$ cat config.mk
export PLATFORM = sky130hd
export DESIGN_NAME = spi_dual_ctrl
export DESIGN_NICKNAME = d
export VERILOG_FILES = /design/src/rtl/spi_dual_pkg.sv /design/src/rtl/spi_clkgen.sv /design/src/rtl/spi_edge_sync.sv /design/src/rtl/spi_shifter.sv /design/src/rtl/spi_dual_ctrl.sv
export SDC_FILE = /design/constraint.sdc
export NUM_CORES = 1
export LEC_CHECK = 0
export BUFFER_PORTS_ARGS = -buffer_cell sky130_fd_sc_hd__buf_4
export CORE_ASPECT_RATIO = 1.25
export CORE_UTILIZATION = 49
export DETAILED_ROUTE_END_ITERATION = 10
export PLACE_DENSITY = 0.76
export SETUP_SLACK_MARGIN = 0.15
export SLEW_MARGIN = 20
export SYNTH_ARGS = -nofsm -noshare
export SYNTH_HDL_FRONTEND = slang
export SYNTH_SLANG_ARGS = --single-unit
export TNS_END_PERCENT = 5
$ cat constraint.sdc
create_clock -name clk -period 2.4 [get_ports clk]
set_input_delay 0.24 -clock clk [delete_from_list [all_inputs] [get_ports clk]]
set_output_delay 0.24 -clock clk [all_outputs]
set_load 0.01 [all_outputs]
$ cat src/rtl/spi_dual_pkg.sv
package spi_dual_pkg;

  typedef struct packed {
    logic [1:0] rate;
    logic       cpha;
    logic       cpol;
    logic       master;
    logic       en;
  } spi_cfg_t;

  localparam logic [1:0] ADDR_CTRL = 2'd0;
  localparam logic [1:0] ADDR_STAT = 2'd1;
  localparam logic [1:0] ADDR_DATA = 2'd2;

  // peripheral clocks per SCK half period: 2, 4, 8, 16
  function automatic logic [4:0] half_len(input logic [1:0] rate);
    return 5'd2 << rate;
  endfunction

  // capture happens on the first edge for phase 0, on the second for phase 1
  function automatic logic is_capture(input logic lead, input logic cpha);
    return lead ^ cpha;
  endfunction

endpackage

$ cat src/rtl/spi_clkgen.sv
module spi_clkgen
  import spi_dual_pkg::*;
#(
  parameter int DW = 8,
  parameter int HW = 5
) (
  input  logic       clk,
  input  logic       rst_n,
  input  logic       en,
  input  logic       cpol,
  input  logic [1:0] rate,
  input  logic       start,
  output logic       busy,
  output logic       sck,
  output logic       tick,
  output logic       tick_lead
);
  localparam int NEDGE = 2 * DW;
  localparam int EW    = $clog2(NEDGE);

  logic [HW-1:0] hcnt;
  logic [EW-1:0] ecnt;
  logic          hdone;

  assign hdone     = (hcnt == HW'(half_len(rate) - 5'd1));
  assign tick      = busy & hdone;
  assign tick_lead = ~ecnt[0];

  always_ff @(posedge clk or negedge rst_n) begin
    if (!rst_n) begin
      busy <= 1'b0;
      hcnt <= '0;
      ecnt <= '0;
      sck  <= 1'b0;
    end else if (!en) begin
      busy <= 1'b0;
      hcnt <= '0;
      ecnt <= '0;
      sck  <= cpol;
    end else if (start && !busy) begin
      busy <= 1'b1;
      hcnt <= '0;
      ecnt <= '0;
      sck  <= cpol;
    end else if (busy) begin
      if (hdone) begin
        hcnt <= '0;
        sck  <= ~sck;
        ecnt <= ecnt + 1'b1;
        if (ecnt == EW'(NEDGE - 1)) busy <= 1'b0;
      end else begin
        hcnt <= hcnt + 1'b1;
      end
    end else begin
      sck <= cpol;
    end
  end
endmodule

$ cat src/rtl/spi_edge_sync.sv
module spi_edge_sync #(
  parameter int STAGES = 2
) (
  input  logic clk,
  input  logic rst_n,
  input  logic cpol,
  input  logic sck_i,
  input  logic ss_n_i,
  input  logic din_i,
  output logic sel,
  output logic din,
  output logic tick,
  output logic tick_lead
);
  logic [STAGES:0]   sck_s;
  logic [STAGES-1:0] ss_s;
  logic [STAGES-1:0] d_s;
  logic              rise, fall;

  always_ff @(posedge clk or negedge rst_n) begin
    if (!rst_n) begin
      sck_s <= '0;
      ss_s  <= '1;
      d_s   <= '0;
    end else begin
      sck_s <= {sck_s[STAGES-1:0], sck_i};
      ss_s  <= {ss_s[STAGES-2:0], ss_n_i};
      d_s   <= {d_s[STAGES-2:0], din_i};
    end
  end

  assign rise      = sck_s[STAGES-1] & ~sck_s[STAGES];
  assign fall      = ~sck_s[STAGES-1] & sck_s[STAGES];
  assign sel       = ~ss_s[STAGES-1];
  assign din       = d_s[STAGES-1];
  assign tick      = sel & (rise | fall);
  assign tick_lead = cpol ? fall : rise;
endmodule

$ cat src/rtl/spi_shifter.sv
module spi_shifter
  import spi_dual_pkg::*;
#(
  parameter int DW = 8
) (
  input  logic          clk,
  input  logic          rst_n,
  input  logic          clr,
  input  logic          load,
  input  logic [DW-1:0] ldata,
  input  logic          tick,
  input  logic          tick_lead,
  input  logic          cpha,
  input  logic          din,
  output logic          dout,
  output logic          idle,
  output logic          done,
  output logic [DW-1:0] rx_word
);
  localparam int CW = $clog2(DW);

  logic [DW-1:0] sreg;
  logic [CW-1:0] cnt;
  logic          cap, launch;

  assign cap     = tick & is_capture(tick_lead, cpha);
  assign launch  = tick & ~is_capture(tick_lead, cpha);
  assign rx_word = {sreg[DW-2:0], din};
  assign done    = cap && (cnt == CW'(DW - 1)) && !clr;
  assign idle    = (cnt == '0);

  always_ff @(posedge clk or negedge rst_n) begin
    if (!rst_n) begin
      sreg <= '0;
      dout <= 1'b0;
      cnt  <= '0;
    end else if (load) begin
      sreg <= ldata;
      dout <= ldata[DW-1];
      cnt  <= '0;
    end else begin
      if (cap) begin
        sreg <= rx_word;
        cnt  <= (cnt == CW'(DW - 1)) ? '0 : cnt + 1'b1;
      end
      if (launch) dout <= sreg[DW-1];
      if (clr) cnt <= '0;
    end
  end
endmodule

$ cat src/rtl/spi_dual_ctrl.sv
module spi_dual_ctrl
  import spi_dual_pkg::*;
#(
  parameter int DW = 8
) (
  input  logic          clk,
  input  logic          rst_n,
  input  logic [1:0]    reg_addr,
  input  logic [DW-1:0] reg_wdata,
  input  logic          reg_we,
  input  logic          reg_re,
  output logic [DW-1:0] reg_rdata,
  output logic          sck_o,
  output logic          sck_oe,
  input  logic          sck_i,
  output logic          mosi_o,
  output logic          mosi_oe,
  input  logic          mosi_i,
  output logic          miso_o,
  output logic          miso_oe,
  input  logic          miso_i,
  input  logic          ss_n_i
);
  localparam int CFGW = $bits(spi_cfg_t);

  spi_cfg_t      cfg;
  logic          flag, ovr, armed;
  logic [DW-1:0] rx_buf;

  logic ctl_wr, dat_wr, stat_rd, data_rd;
  logic m_busy, m_sck, m_tick, m_lead;
  logic s_sel, s_din, s_tick, s_lead;
  logic sh_tick, sh_lead, sh_din, sh_clr, sh_load, sh_idle, sh_dout, xfer_done;
  logic [DW-1:0] rx_word;

  assign ctl_wr  = reg_we && (reg_addr == ADDR_CTRL);
  assign dat_wr  = reg_we && (reg_addr == ADDR_DATA);
  assign stat_rd = reg_re && (reg_addr == ADDR_STAT);
  assign data_rd = reg_re && (reg_addr == ADDR_DATA);

  always_ff @(posedge clk or negedge rst_n) begin
    if (!rst_n) begin
      cfg <= '0;
    end else if (ctl_wr) begin
      cfg.en <= reg_wdata[0];
      if (!cfg.en) begin
        cfg.master <= reg_wdata[1];
        cfg.cpol   <= reg_wdata[2];
        cfg.cpha   <= reg_wdata[3];
        cfg.rate   <= reg_wdata[5:4];
      end
    end
  end

  spi_clkgen #(.DW(DW)) i_clkgen (
    .clk(clk), .rst_n(rst_n), .en(cfg.en & cfg.master), .cpol(cfg.cpol),
    .rate(cfg.rate), .start(dat_wr), .busy(m_busy), .sck(m_sck),
    .tick(m_tick), .tick_lead(m_lead)
  );

  spi_edge_sync #(.STAGES(2)) i_sync (
    .clk(clk), .rst_n(rst_n), .cpol(cfg.cpol), .sck_i(sck_i), .ss_n_i(ss_n_i),
    .din_i(mosi_i), .sel(s_sel), .din(s_din), .tick(s_tick), .tick_lead(s_lead)
  );

  assign sh_tick = cfg.master ? m_tick : (s_tick & cfg.en);
  assign sh_lead = cfg.master ? m_lead : s_lead;
  assign sh_din  = cfg.master ? miso_i : s_din;
  assign sh_clr  = !cfg.en || (!cfg.master && !s_sel);
  assign sh_load = dat_wr && (cfg.master ? (cfg.en && !m_busy) : sh_idle);

  spi_shifter #(.DW(DW)) i_shift (
    .clk(clk), .rst_n(rst_n), .clr(sh_clr), .load(sh_load), .ldata(reg_wdata),
    .tick(sh_tick), .tick_lead(sh_lead), .cpha(cfg.cpha), .din(sh_din),
    .dout(sh_dout), .idle(sh_idle), .done(xfer_done), .rx_word(rx_word)
  );

  always_ff @(posedge clk or negedge rst_n) begin
    if (!rst_n) begin
      flag   <= 1'b0;
      ovr    <= 1'b0;
      armed  <= 1'b0;
      rx_buf <= '0;
    end else begin
      if (data_rd && armed) begin
        flag  <= 1'b0;
        ovr   <= 1'b0;
        armed <= 1'b0;
      end else if (stat_rd && flag) begin
        armed <= 1'b1;
      end
      if (xfer_done) begin
        flag <= 1'b1;
        if (flag && !cfg.master) ovr <= 1'b1;
        else                     rx_buf <= rx_word;
      end
    end
  end

  always_comb begin
    case (reg_addr)
      ADDR_CTRL: reg_rdata = {{(DW - CFGW){1'b0}}, cfg};
      ADDR_STAT: reg_rdata = {flag, ovr, {(DW - 2){1'b0}}};
      ADDR_DATA: reg_rdata = rx_buf;
      default:   reg_rdata = '0;
    endcase
  end

  assign sck_o   = m_sck;
  assign sck_oe  = cfg.en & cfg.master;
  assign mosi_o  = sh_dout;
  assign mosi_oe = cfg.en & cfg.master;
  assign miso_o  = sh_dout;
  assign miso_oe = cfg.en & ~cfg.master & s_sel;
endmodule

Word level (Yosys, flattened, before mapping)
Cells that the tools add are included.

storage, ports and cells
  register bits after elaboration = 47
  bits of input ports = 18
  output and inout bits = 14
  word-level logic and storage cells = 119

operators by class
  add/sub/neg operators = 4
  eq/ne operators = 8
  shifts and indexed selects = 1
  multiplexer cells = 38
  bitwise operators = 21
  reductions and logical operators = 28

operators by type and width
  kind                 count
  $pmux 8 s3           1
  $mux 1               23
  $mux 5               4
  $mux 4               4
  $mux 8               2
  $logic_and 1x1->1    13
  $mux 3               4
  $and 1x1->1          10
  $not 1->1            9
  $reduce_bool 2->1    4
  $ne 3x3->1 const B   2
  $reduce_and 2->1     3
  $add 5x1->5 const B  1
  $eq 5x5->1           1
  $shl 2x2->5 const A  1
  $sub 5x1->5 const B  1
  $add 4x1->4 const B  1
  $eq 4x4->1 const B   1
  $logic_not 1->1      4
  $ne 4x4->1 const B   1
  $add 3x1->3 const B  1
  $eq 3x3->1 const B   1
  $logic_not 3->1      1
  $reduce_bool 3->1    1
  other kinds (6)      6

Depth between registers and ports, before layout
Gate-level depths: netlist of the first run.

  depth after elaboration = 10
  mapped depth = 8
  gate-level depth less buffers = 7

Cells and area by module
From an unflattened synthesis of the first run, not the netlist that was laid out.

unflattened totals
  cells, all modules = 252
  area, all modules = 2617.5 um2

modules (own cells, without submodules)
  module         instances  cells each  area each (um2)  sequential area each (um2)
  spi_dual_ctrl  1          81          919.6            425.4
  spi_clkgen     1          77          738.2            275.3
  spi_shifter    1          80          726.9            300.3
  spi_edge_sync  1          14          232.7            177.7

Worst setup path after synthesis of the first run
No wires, ideal clock.

  kind = reg2reg
  start = reg i_sync.sck_s[1]
  end = reg rx_buf[0]
  setup time = 0.125 ns
  arrival = 1.747 ns
  data required time = 2.275 ns
  path slack = 0.528 ns
  cell stages (with the launch flop) = 9
  path buffers = 1
  clock period less this slack = 1.872 ns
  cell sequence = dfrtp_1 > inv_1 > ha_1 > mux2i_1 > a211o_1 > and2_4 > a211o_1 > buf_6 > mux2_4

on the way
  word-level cells in the longest chain between the ends = 10
  elaborated cells between the ends (all ways) = 14
  classes of those cells = 3 x mux; 8 x bitwise; 3 x reduce/logical

ends and longest elaborated chain
  what                              RTL line             RTL
  start, declared                   spi_edge_sync.sv:15  logic [STAGES:0] sck_s;
  start signal, assigned            spi_edge_sync.sv:26  sck_s <= {sck_s[STAGES-1:0], sck_i};
  $not 1->1                         spi_edge_sync.sv:33  assign fall = ~sck_s[STAGES-1] & sck_s[STAGES];
  $and 1x1->1                       spi_edge_sync.sv:33
  $or 1x1->1                        spi_edge_sync.sv:36  assign tick = sel & (rise | fall);
  $and 1x1->1                       spi_edge_sync.sv:36
  $and 1x1->1                       spi_dual_ctrl.sv:66  assign sh_tick = cfg.master ? m_tick : (s_tick & cfg.en);
  $mux 1                            spi_dual_ctrl.sv:66
  $and 1x1->1 *                     spi_shifter.sv:26    assign cap = tick & is_capture(tick_lead, cpha);
  $logic_and 1x1->1 * (2 in a row)  spi_shifter.sv:29    assign done = cap && (cnt == CW'(DW - 1)) && !clr;
  $reduce_and 2->1 (no line) *      --
  end signal, assigned              spi_dual_ctrl.sv:95  else rx_buf <= rx_word;
  end, declared                     spi_dual_ctrl.sv:28  logic [DW-1:0] rx_buf;

Mark *: on every way between the ends. The rest lies on a longest branch, timed or not.
A chain may end at the register's enable or synchronous reset.

Worst setup path in the final report of the first run
  start = reg i_sync.sck_s[1]
  end = reg rx_buf[3]

Same word-level chain as after synthesis.

==> results.json, run 1 <==
{
  "core_mm2": 0.00512,
  "finalCriticalPeriod_ns": 2.12,
  "design.die.area_mm2": 0.00567,
  "area.growth.synth_to_final_pct": 13.5,
  "ir_drop_mv": 0.320,
  "powerDensity_mw_per_mm2": 699,
  "grt_max_degree": 48,
  "worst_skew_pair.late_latency_ns": 0.31,
  "fin_cells": 344,
  "worst_slew_margin_rel_pct": 60.1,
  "grt_first_pass_wirelength_um": 9250,
  "synth_fp_nets": 280,
  "tightest_slew_ns": 0.598,
  "route.antenna.remaining_nets": 0,
  "internal_power_mw": 1.41,
  "synth-warning-count": 0,
  "synth-edff-count": 0,
  "critical_path.cell_chain": "inv_1, ha_1, mux2i_1, a211o_1, and2_4, a211o_1, mux2_4",
  "boundary_pins": 32,
  "cts.reportedPaths.clkPinSlew_ns": 0.08,
  "synthAdderAreaFrac_pct": 3.33,
  "hold_violations": 0,
  "dominant_cell_type_by_area_after_synthesis": "sky130_fd_sc_hd__dfrtp_1",
  "worstPathMaxFanout": 13,
  "static-leakage-power_nw": 1.41,
  "synth_xor_area_share_pct": 0.666,
  "synth_sequential_area_ratio_pct": 44.8,
  "antenna_cells": 0,
  "route.final.wire_length_um": 5510,
  "timing.final.crit_share_pct": 88.4,
  "finalSetupViolCount": 0,
  "dp_cells": 336,
  "netlist_top_cells_area": "sky130_fd_sc_hd__dfrtp_1 (43%), sky130_fd_sc_hd__mux2_4 (4.6%), sky130_fd_sc_hd__mux2i_1 (4.2%), sky130_fd_sc_hd__nand2_1 (3.9%), sky130_fd_sc_hd__ha_1 (3.3%)",
  "tritoncts_num_sinks": 47,
  "p_clk_share_pct": 23.5,
  "worstSetupPathType": "flip-flop to flip-flop",
  "gr-total-overflow": 0,
  "drt-wirelength-per-cell_um": 16.0,
  "first_global_vias": 1939,
  "cts.htree.levels": 2,
  "crit_path_end_kind": "flip-flop",
  "netlist_instances": 255,
  "ys_async_sr_fraction_pct": 100,
  "ys_seq_elements": 47,
  "cp_slowest_stage_delay_ns": 0.43,
  "worst_endpoint_data_arrival_time_ns": 2.32,
  "port_buffers": 31,
  "synth_simple_gate_area_share_pct": 18.1,
  "slew_viol_final": 0,
  "tritoncts_clock_tree": "done",
  "drive_gt1_share_pct": 23.0,
  "detail_route.drc_violations": 0,
  "run_status": "complete, no violations",
  "combined_flip_flop_and_latch_cell_area_mm2": 0.00118,
  "regToRegSetupSlack_ns": 0.28,
  "die_height_um": 83.9,
  "worst-path-stages": 7,
  "cp_slowest_cell": "sky130_fd_sc_hd__a211o_1",
  "route.detailed.vias_per_inst": 5.83,
  "drtPass1Iterations": 4,
  "grtUsageTotal_pct": 21.7,
  "root_buffer": "sky130_fd_sc_hd__clkbuf_8",
  "numCtsBuffers": 5,
  "worst-r2r-cell-count": 7,
  "via_count_of_the_routed_design": 2006,
  "synth_top_family_by_area": "simple AND/OR/NAND/NOR gates",
  "buffer_and_inverter_count_on_the_worst_path": 1,
  "finClkSkew_ns": 0.00884,
  "power_switching_share_pct": 32.4,
  "post_synthesis_compound_gate_area_fraction_pct": 17.0,
  "crit_path_frequent_cell": "sky130_fd_sc_hd__a211o_1",
  "timing.critical_path.from_type": "flip-flop",
  "worstHoldPathCells": 1,
  "muxShareOfSynthArea_pct": 11.7,
  "cp_data_required_time_ns": 2.59,
  "ys_types": 52,
  "critical-path-top-delay-family": "compound AO/OA/AOI/OAI gates",
  "power.share.combinational_pct": 28.6,
  "seq_power_share_pct": 47.9,
  "floorplan.initialDensity_pct": 51.4,
  "globalplace.congestion": 0.846,
  "fmax_mhz": 471,
  "post-cts-setup-buffer-count": 0,
  "rsz_0062_raised_after_global_routing": "no",
  "fin_setup_tns_ns": 0,
  "detailedPlacementHpwl_um": 4020,
  "hold_path.class": "input pin to flip-flop",
  "cts.repair.resized": 0,
  "p_switching_uw": 675,
  "layout.nets": 307,
  "synthesis.area_per_instance_um2": 10.3,
  "syn_area_mm2": 0.00263,
  "ctsLongestPathBuffers": 2,
  "nFillCells": 440,
  "synthFlopType": "sky130_fd_sc_hd__dfrtp_1",
  "dr.first_iter.drc_count": 144,
  "maxCapViolCount": 0,
  "floorplan.rows": 29,
  "die_width_um": 67.5,
  "multi_input_comb_area_mm2": 0.00134,
  "synth_top_area_share_pct": 42.8,
  "initial_antenna_violation_count": 0
}
-- through the flow --
step	area, um^2	total power, mW	utilization [%]	hold slack (ns)	worst slack, ns
final	2990	2.09	58.4	0.0340	0.278
after global routing	2990	2.22	58.4	0.0199	0.169
after CTS	2990	2.10	58.4	0.0301	0.277
after detailed placement	2890	1.61	56.5	0.289	0.293
after global placement	2890	1.59	56.5	0.285	0.338
after floorplan	2630	1.43	-	-0.0556	0.528
-- sequential cells by signal (all words and copies together) (netlist names), 2 cells and up --
name / flops
i_shift.cnt: 3
i_clkgen.ecnt: 4
i_clkgen.hcnt: 5
cfg: 6
rx_buf: 8
i_shift.sreg: 8
i_sync.sck_s: 3
i_sync.ss_s: 2
i_sync.d_s: 2
-- worst paths after layout --
check	startpoint	to
worst max-delay path	i_sync.sck_s[1]	rx_buf[3]
worst min-delay path	sck_i	i_sync.sck_s[0]
worst max register to register	i_sync.sck_s[1]	rx_buf[3]
worst min register to register	i_sync.d_s[0]	i_sync.d_s[1]
max in group asynchronous	rst_n	cfg[2]
min in group asynchronous	rst_n	flag
-- cells in the mapped netlist (2+ instances only) --
| master | count |
|---|---|
| sky130_fd_sc_hd__mux2i_1 | 11 |
| sky130_fd_sc_hd__and3b_1 | 3 |
| sky130_fd_sc_hd__a22o_1 | 2 |
| sky130_fd_sc_hd__and2_1 | 4 |
| sky130_fd_sc_hd__nor2_1 | 12 |
| sky130_fd_sc_hd__nor3b_1 | 2 |
| sky130_fd_sc_hd__xnor2_1 | 2 |
| sky130_fd_sc_hd__o2bb2ai_1 | 2 |
| sky130_fd_sc_hd__buf_2 | 3 |
| sky130_fd_sc_hd__a21oi_2 | 2 |
| sky130_fd_sc_hd__a31oi_1 | 5 |
| sky130_fd_sc_hd__inv_1 | 9 |
| sky130_fd_sc_hd__a41oi_1 | 2 |
| sky130_fd_sc_hd__nand2_1 | 27 |
| sky130_fd_sc_hd__and3_1 | 4 |
| sky130_fd_sc_hd__o21ai_0 | 8 |
| sky130_fd_sc_hd__buf_4 | 3 |
| sky130_fd_sc_hd__nor2b_1 | 3 |
| sky130_fd_sc_hd__o2bb2a_1 | 6 |
| sky130_fd_sc_hd__dfstp_2 | 2 |
| sky130_fd_sc_hd__a211o_1 | 8 |
| sky130_fd_sc_hd__mux2_4 | 8 |
| sky130_fd_sc_hd__nor3_1 | 2 |
| sky130_fd_sc_hd__a21o_1 | 2 |
| sky130_fd_sc_hd__mux2_2 | 7 |
| sky130_fd_sc_hd__clkbuf_1 | 9 |
| sky130_fd_sc_hd__or3_1 | 7 |
| sky130_fd_sc_hd__dfrtp_1 | 45 |
| sky130_fd_sc_hd__ha_1 | 7 |
| sky130_fd_sc_hd__o211ai_1 | 3 |
| sky130_fd_sc_hd__nand3_1 | 13 |
| sky130_fd_sc_hd__a211oi_1 | 2 |
| sky130_fd_sc_hd__a21oi_1 | 3 |
| sky130_fd_sc_hd__nand2b_1 | 5 |
| sky130_fd_sc_hd__nand3b_1 | 4 |
| sky130_fd_sc_hd__a32o_1 | 2 |
-- cells in the final DEF (no fill, tap or decap), types with 5 or more instances in the layout --
| cell | instances |
|---|---|
| sky130_fd_sc_hd__a31oi_1 | 5 |
| sky130_fd_sc_hd__mux2i_1 | 11 |
| sky130_fd_sc_hd__or3_1 | 7 |
| sky130_fd_sc_hd__clkbuf_8 | 6 |
| sky130_fd_sc_hd__nand3_1 | 13 |
| sky130_fd_sc_hd__nand2b_1 | 5 |
| sky130_fd_sc_hd__o21ai_0 | 8 |
| sky130_fd_sc_hd__o2bb2a_1 | 6 |
| sky130_fd_sc_hd__nor2_1 | 12 |
| sky130_fd_sc_hd__mux2_4 | 8 |
| sky130_fd_sc_hd__a211o_1 | 8 |
| sky130_fd_sc_hd__mux2_2 | 7 |
| sky130_fd_sc_hd__ha_1 | 7 |
| sky130_fd_sc_hd__nand2_1 | 27 |
| sky130_fd_sc_hd__dfrtp_1 | 45 |
| sky130_fd_sc_hd__buf_4 | 35 |
| sky130_fd_sc_hd__inv_1 | 9 |
-- layer usage --
layer	vias up	track usage, %	wire (um)
li1	978	-	-
met1	971	28.5	2450
met2	48	34.0	2730
met3	9	5.33	208
met4	0	7.74	120
met5	-	0	0
-- power groups by stage --
stage | Combinational, mW | Sequential [mW] | Clock [mW]
2_1_floorplan | 0.450 | 0.978 | 0
5_1_grt | 0.667 | 1.02 | 0.533
6_report | 0.596 | 1.00 | 0.491
3_3_place_gp | 0.582 | 1.01 | 0
3_5_place_dp | 0.594 | 1.02 | 0
4_1_cts | 0.597 | 1.00 | 0.497
-- logic make-up after synthesis --
kind of cell	Yosys count
AOI/OAI and AO/OA	57
xor gates and xnor gates	2
adders and majority gates	7
buffers and inverters	25
DFF	47
muxes	26
and+or+nand+nor	91
-- cell type report --
class,instances,area share (%)
Clock buffer,6,2.76
Clock inverter,1,0.168
Tap cell,62,2.60
Inverter,9,1.13
Timing Repair Buffer,36,9.13
Multi-Input combinational cell,183,44.7
Sequential cell,47,39.5
-- what timing repair did --
action / CTS / global route
hold endpoints to repair: 45 / 0
setup endpoints to repair: 0 / 0
hold buffers: 1 / 0
Note: power is estimated with default switching activity, not from simulation.
==> run 2, diff against run 1 <==
- CORE_UTILIZATION: 49 -> 40
- PLACE_DENSITY: 0.76 -> 0.65
==> run 2 against run 1 <==
Critical path depth down 2. Worst setup slack is essentially flat. Register-to-register slack is essentially flat. Highest routed layer unchanged. Clock skew fell by 0.0016 ns. Critical path type unchanged. Sequential power hardly changed.
==> results.json, run 2 (same netlist as run 1, synthesis figures left out) <==
{
  "grt_max_degree": 48,
  "crit_path_end_kind": "flip-flop",
  "worst_endpoint_data_arrival_time_ns": 2.31,
  "tritoncts_num_sinks": 47,
  "fmax_mhz": 471,
  "die_width_um": 74.5,
  "route.detailed.vias_per_inst": 5.54,
  "regToRegSetupSlack_ns": 0.28,
  "tritoncts_clock_tree": "done",
  "worstSetupPathType": "flip-flop to flip-flop",
  "ir_drop_mv": 0.348,
  "hold_path.class": "input pin to flip-flop",
  "tightest_slew_ns": 0.594,
  "grtUsageTotal_pct": 18.1,
  "via_count_of_the_routed_design": 2034,
  "route.final.wire_length_um": 5690,
  "fin_setup_tns_ns": 0,
  "area.growth.synth_to_final_pct": 14.8,
  "dr.first_iter.drc_count": 152,
  "finish.utilization_pct": 48.4,
  "hold_violations": 0,
  "initial_antenna_violation_count": 0,
  "start_point_of_the_worst_hold_path": "mosi_i",
  "worst_slew_margin_rel_pct": 60.4,
  "cts.htree.levels": 2,
  "finalCriticalPeriod_ns": 2.12,
  "powerDensity_mw_per_mm2": 692,
  "layout.nets": 307,
  "grt_first_pass_wirelength_um": 9430,
  "root_buffer": "sky130_fd_sc_hd__clkbuf_8",
  "ctsLongestPathBuffers": 2,
  "globalplace.congestion": 0.844,
  "maxCapViolCount": 0,
  "antenna_cells": 0,
  "floorplan.initialDensity_pct": 42.1,
  "route.antenna.remaining_nets": 0,
  "floorplan.rows": 32,
  "cp_data_required_time_ns": 2.59,
  "cts.reportedPaths.clkPinSlew_ns": 0.08,
  "boundary_pins": 32,
  "finalSetupViolCount": 0,
  "run_status": "complete, no violations",
  "worstPathMaxFanout": 14,
  "leading_cell_type_in_the_layout_fill_and_taps_excluded": "sky130_fd_sc_hd__dfrtp_1",
  "slew_viol_final": 0,
  "setup.worst_path.end": "rx_buf[1]",
  "port_buffers": 31,
  "first_global_vias": 1976,
  "drive_gt1_share_pct": 23.4,
  "numCtsBuffers": 5,
  "drt-wirelength-per-cell_um": 15.5,
  "gr-total-overflow": 0,
  "detail_route.drc_violations": 0,
  "drtPass1Iterations": 4,
  "critical_path.reg2reg.startpoint": "cfg[1]",
  "worst_r2r_endpoint": "rx_buf[1]",
  "die_height_um": 92.7,
  "static-leakage-power_nw": 1.41,
  "detailedPlacementHpwl_um": 4100,
  "design.die.area_mm2": 0.00691,
  "critical_path.startpoint": "cfg[1]",
  "finClkSkew_ns": 0.00720,
  "worst_skew_pair.late_latency_ns": 0.30,
  "post-cts-setup-buffer-count": 0,
  "timing.final.crit_share_pct": 88.4,
  "timing.critical_path.from_type": "flip-flop",
  "core_mm2": 0.00625,
  "total_power_mw": 2.09,
  "mostFrequentLayoutCells": "sky130_fd_sc_hd__dfrtp_1 (45), sky130_fd_sc_hd__buf_4 (35), sky130_fd_sc_hd__nand2_1 (27)",
  "rsz_0062_raised_after_global_routing": "no",
  "reg_top3": "i_shift.sreg x8, rx_buf x8, cfg x6",
  "worst-r2r-cell-count": 5
}
[run 2: cell types whose count changed in the layout (fill, tap and decap cells not counted)]
cell	change
sky130_fd_sc_hd__a31oi_1	-1
sky130_fd_sc_hd__a31oi_2	+1
[run 2: cell type report]
cell class / count / area (um^2)
fill: 630 / 3220
inverter: 9 / 33.8
sequential: 47 / 1180
multi-input combinational: 183 / 1340
clock inverter: 1 / 5.00
tap: 85 / 106
clock buffer: 6 / 82.6
timing repair buffer: 36 / 273
[run 2: worst max-delay path: stages, from the launching register on]
cell	delay, ns
sky130_fd_sc_hd__dfrtp_1	0.53
sky130_fd_sc_hd__and2_1	0.21
sky130_fd_sc_hd__a211o_1	0.27
sky130_fd_sc_hd__and2_4	0.21
sky130_fd_sc_hd__a211o_1	0.43
sky130_fd_sc_hd__mux2_4	0.37
[run 2: metal layers]
layer	share of wire [%]	GRT usage [%]	vias up
li1	-	-	982
met2	48	28.5	52
met3	4.3	4.79	16
met5	0	0	-
met4	3.2	8.49	0
met1	45	22.7	984
[run 2: worst min path at each step]
stage / endpoint / slack [ns] / cells past startpoint
after global placement: i_clkgen.ecnt[1] / 0.29 / 1
after global routing: i_sync.d_s[0] / 0.02 / 1
final: i_sync.d_s[0] / 0.04 / 1
after CTS: i_sync.d_s[0] / 0.03 / 1
after detailed placement: i_clkgen.ecnt[1] / 0.30 / 1
after floorplan: armed / -0.06 / 0
[run 2: where the power goes]
| group | switching (mW) | internal, mW | total, mW |
|---|---|---|---|
| logic | 0.314 | 0.287 | 0.602 |
| clock network | 0.258 | 0.226 | 0.484 |
| registers | 0.106 | 0.898 | 1.00 |
[run 2: what timing repair did]
item,4_1_cts,5_1_grt
setup endpoints to repair,0,1
hold buffers,1,0
gates resized for setup,0,1
hold endpoints to repair,45,0
[run 2: per-stage QoR]
stage / hold WS (ns) / setup slack [ns] / cells / area (um^2)
after floorplan: -0.0556 / 0.528 / 255 / 2630
after global placement: 0.290 / 0.325 / 359 / 2920
after detailed placement: 0.297 / 0.283 / 359 / 2920
after CTS: 0.0295 / 0.259 / 367 / 3020
after global routing: 0.0207 / 0.169 / 367 / 3020
final: 0.0385 / 0.278 / 367 / 3020
==> run 3, diff against run 2 <==
- RECOVER_POWER: not set -> 50
- SYNTH_HIERARCHICAL: not set -> 1
==> run 3 against run 2 <==
Register-to-register slack got worse by 0.20 ns. Largest cell class unchanged. Clock-buffer cell count decreased by 1. First-iteration DRC count decreased by 36%. Via count decreased by 3.3%. Sequential share of layout area decreased by 0.57 points. Cell count increased by 0.54%. Synthesized area decreased by 0.52%. Sequential cell count unchanged. Critical endpoint is now rx_buf[7]. Non-clock buffer count increased by 12. Die area decreased by 0.51%.
==> results.json, run 3 <==
{
  "dominant_cell_type_by_area_after_synthesis": "sky130_fd_sc_hd__dfrtp_1",
  "dp_cells": 360,
  "dr.first_iter.drc_count": 97,
  "reg_top3": "i_shift/sreg x8, rx_buf x8, cfg x6",
  "worstHoldPathCells": 1,
  "synthFlopType": "sky130_fd_sc_hd__dfrtp_1",
  "detail_route.drc_violations": 0,
  "finClkSkew_ns": 0.0105,
  "synth_top_area_share_pct": 43.0,
  "drt-wirelength-per-cell_um": 15.2,
  "area.growth.synth_to_final_pct": 17.2,
  "rsz_0062_raised_after_global_routing": "yes",
  "ctsLongestPathBuffers": 2,
  "numCtsBuffers": 5,
  "worst_endpoint_data_arrival_time_ns": 2.52,
  "tightest_slew_ns": 1.18,
  "boundary_pins": 32,
  "grt_first_pass_wirelength_um": 9520,
  "grt_most_used_layer": "met2",
  "worstSetupPathType": "flip-flop to flip-flop",
  "timing.critical_path.from_type": "flip-flop",
  "mostFrequentLayoutCells": "sky130_fd_sc_hd__dfrtp_1 (45), sky130_fd_sc_hd__buf_4 (43), sky130_fd_sc_hd__mux2_2 (16)",
  "slew_viol_final": 0,
  "start_point_of_the_worst_hold_path": "ss_n_i",
  "gr-total-overflow": 0,
  "grt.met1_usage_pct": 24.4,
  "dpl_worst_slack_ns": 0.0858,
  "timing.final.crit_share_pct": 96.7,
  "hold_violations": 0,
  "hold_path.class": "input pin to flip-flop",
  "route.detailed.vias_per_inst": 5.33,
  "synthesis.area_per_instance_um2": 10.4,
  "placedInstanceArea_mm2": 0.00294,
  "antenna_cells": 0,
  "root_buffer": "sky130_fd_sc_hd__clkbuf_8",
  "initial_antenna_violation_count": 0,
  "leading_cell_type_in_the_layout_fill_and_taps_excluded": "sky130_fd_sc_hd__dfrtp_1",
  "first_global_vias": 1989,
  "grt_max_degree": 48,
  "synth-warning-count": 6,
  "design_area_mm2": 0.00307,
  "run_status": "complete, no violations",
  "route.final.wire_length_um": 5630,
  "synth_sequential_area_ratio_pct": 45.0,
  "timing.final.ws_setup_ns": 0.0799,
  "synth-edff-count": 0,
  "groute.layer.met2.usage_pct": 29.0,
  "design.die.area_mm2": 0.00687,
  "die_height_um": 92.4,
  "ys_seq_elements": 47,
  "floorplan.rows": 32,
  "maxCapViolCount": 0,
  "worst_skew_pair.late_latency_ns": 0.31,
  "ys_types": 51,
  "regToRegSetupSlack_ns": 0.08,
  "powerDensity_mw_per_mm2": 734,
  "cp_data_required_time_ns": 2.60,
  "crit_path_end_kind": "flip-flop",
  "core_mm2": 0.00625,
  "finish.utilization_pct": 49.1,
  "ir_drop_mv": 0.376,
  "ys_async_sr_fraction_pct": 100,
  "cts.reportedPaths.clkPinSlew_ns": 0.10,
  "hold-path-endpoint": "i_sync/ss_s[0]",
  "tritoncts_num_sinks": 47,
  "finalCriticalPeriod_ns": 2.32,
  "fin_setup_tns_ns": 0,
  "tritoncts_clock_tree": "done",
  "worst_r2r_endpoint": "rx_buf[7]",
  "grtUsageTotal_pct": 18.2,
  "port_buffers": 31,
  "static-leakage-power_nw": 1.35,
  "via_count_of_the_routed_design": 1966,
  "fin_cells": 369,
  "drive_gt1_share_pct": 30.6,
  "fmax_mhz": 431,
  "total_power_mw": 2.25,
  "worst_hold_slack_ns": 0.0474,
  "route.antenna.remaining_nets": 0,
  "syn_area_mm2": 0.00262,
  "globalplace.congestion": 0.750,
  "worstPathMaxFanout": 8,
  "die_width_um": 74.4,
  "floorplan.initialDensity_pct": 41.9,
  "finalSetupViolCount": 0,
  "layout.nets": 308,
  "detailedPlacementHpwl_um": 4030,
  "worst_slew_margin_rel_pct": 21.6,
  "cts.htree.levels": 2,
  "synth_fp_nets": 277,
  "netlist_top_cells_area": "sky130_fd_sc_hd__dfrtp_1 (43%), sky130_fd_sc_hd__mux2_2 (6.9%), sky130_fd_sc_hd__ha_1 (3.3%), sky130_fd_sc_hd__a31oi_1 (2.9%), sky130_fd_sc_hd__buf_4 (2.9%)",
  "drtPass1Iterations": 4,
  "synthMostInstantiatedCell": "sky130_fd_sc_hd__dfrtp_1",
  "worst-r2r-cell-count": 10,
  "critical_path.reg2reg.startpoint": "i_clkgen/hcnt[4]",
  "ys_top_cells_by_count": "sky130_fd_sc_hd__dfrtp_1 (45), sky130_fd_sc_hd__mux2_2 (16), sky130_fd_sc_hd__nand3_1 (14)",
  "netlist_instances": 252,
  "met3_usage_pct": 2.72
}
run 3: cell count changes after synthesis, moves of 5 or more:
cell	delta
sky130_fd_sc_hd__mux2_4	-7
sky130_fd_sc_hd__nand4b_1	+5
sky130_fd_sc_hd__nand2_1	-18
sky130_fd_sc_hd__o21ai_1	+11
sky130_fd_sc_hd__nor2b_1	+9
sky130_fd_sc_hd__mux2_2	+9
sky130_fd_sc_hd__o2bb2a_1	-6
sky130_fd_sc_hd__or3_1	-7
sky130_fd_sc_hd__a211o_1	-8
sky130_fd_sc_hd__a21oi_1	+6
sky130_fd_sc_hd__buf_4	+7
sky130_fd_sc_hd__a31oi_1	+7
run 3: report_power, final:
part           total (mW)  internal [mW]  switching [mW]
registers            1.02          0.912           0.109
logic               0.624          0.281           0.343
clock network       0.606          0.316           0.290
run 3: how the worst max path moves through the flow:
stage	startpoint	endpoint	slack, ns	cells after the start
final	i_clkgen/hcnt[4]	rx_buf[7]	0.08	10
after CTS	i_clkgen/hcnt[4]	rx_buf[7]	0.07	10
after detailed placement	i_clkgen/hcnt[4]	rx_buf[7]	0.09	10
after global placement	i_clkgen/hcnt[4]	rx_buf[1]	0.14	10
after global routing	i_clkgen/hcnt[4]	rx_buf[5]	-0.05	10
after floorplan	i_clkgen/hcnt[3]	rx_buf[0]	-0.26	12
run 3: cell families after synthesis:
group / count (synthesis) / synth area share (%)
flops: 47 / 45.0
fa+ha+maj: 7 / 3.35
xor+xnor: 3 / 1.00
mux: 24 / 10.1
compound gates: 60 / 15.0
buf+inv: 35 / 7.41
simple gates: 76 / 18.1
run 3: timing repair:
| item | in CTS | in global routing |
|---|---|---|
| resized for setup | 0 | 0 |
| buffers inserted | 0 | 0 |
| hold buffers | 1 | 0 |
| endpoints found under the setup margin | 8 | 11 |
| hold endpoints to repair | 45 | 0 |
run 3: routing by layer:
layer  wire [um]  vias up
li1            -      966
met1        2690      960
met2        2720       30
met3         111       10
met4          99        0
met5           0        -
run 3: area by class of cell:
| cell class | count | area [um^2] |
|---|---|---|
| Clock buffer | 5 | 68.8 |
| Clock inverter | 3 | 47.5 |
| Fill cell | 617 | 3180 |
| Inverter | 11 | 41.3 |
| Multi-Input combinational cell | 170 | 1260 |
| Sequential cell | 47 | 1180 |
| Tap cell | 85 | 106 |
| Timing Repair Buffer | 48 | 360 |
run 3: worst max-delay path, cell delays in order (launching register included):
cell and delay [ns]:
sky130_fd_sc_hd__dfrtp_1 0.42, sky130_fd_sc_hd__or3b_4 0.43, sky130_fd_sc_hd__nor4_4 0.15, sky130_fd_sc_hd__or2_1 0.14
sky130_fd_sc_hd__and2_1 0.12, sky130_fd_sc_hd__nand2_1 0.06, sky130_fd_sc_hd__o21ai_2 0.08, sky130_fd_sc_hd__inv_2 0.07
sky130_fd_sc_hd__nor4b_4 0.28, sky130_fd_sc_hd__o21ai_4 0.16, sky130_fd_sc_hd__mux2_2 0.30
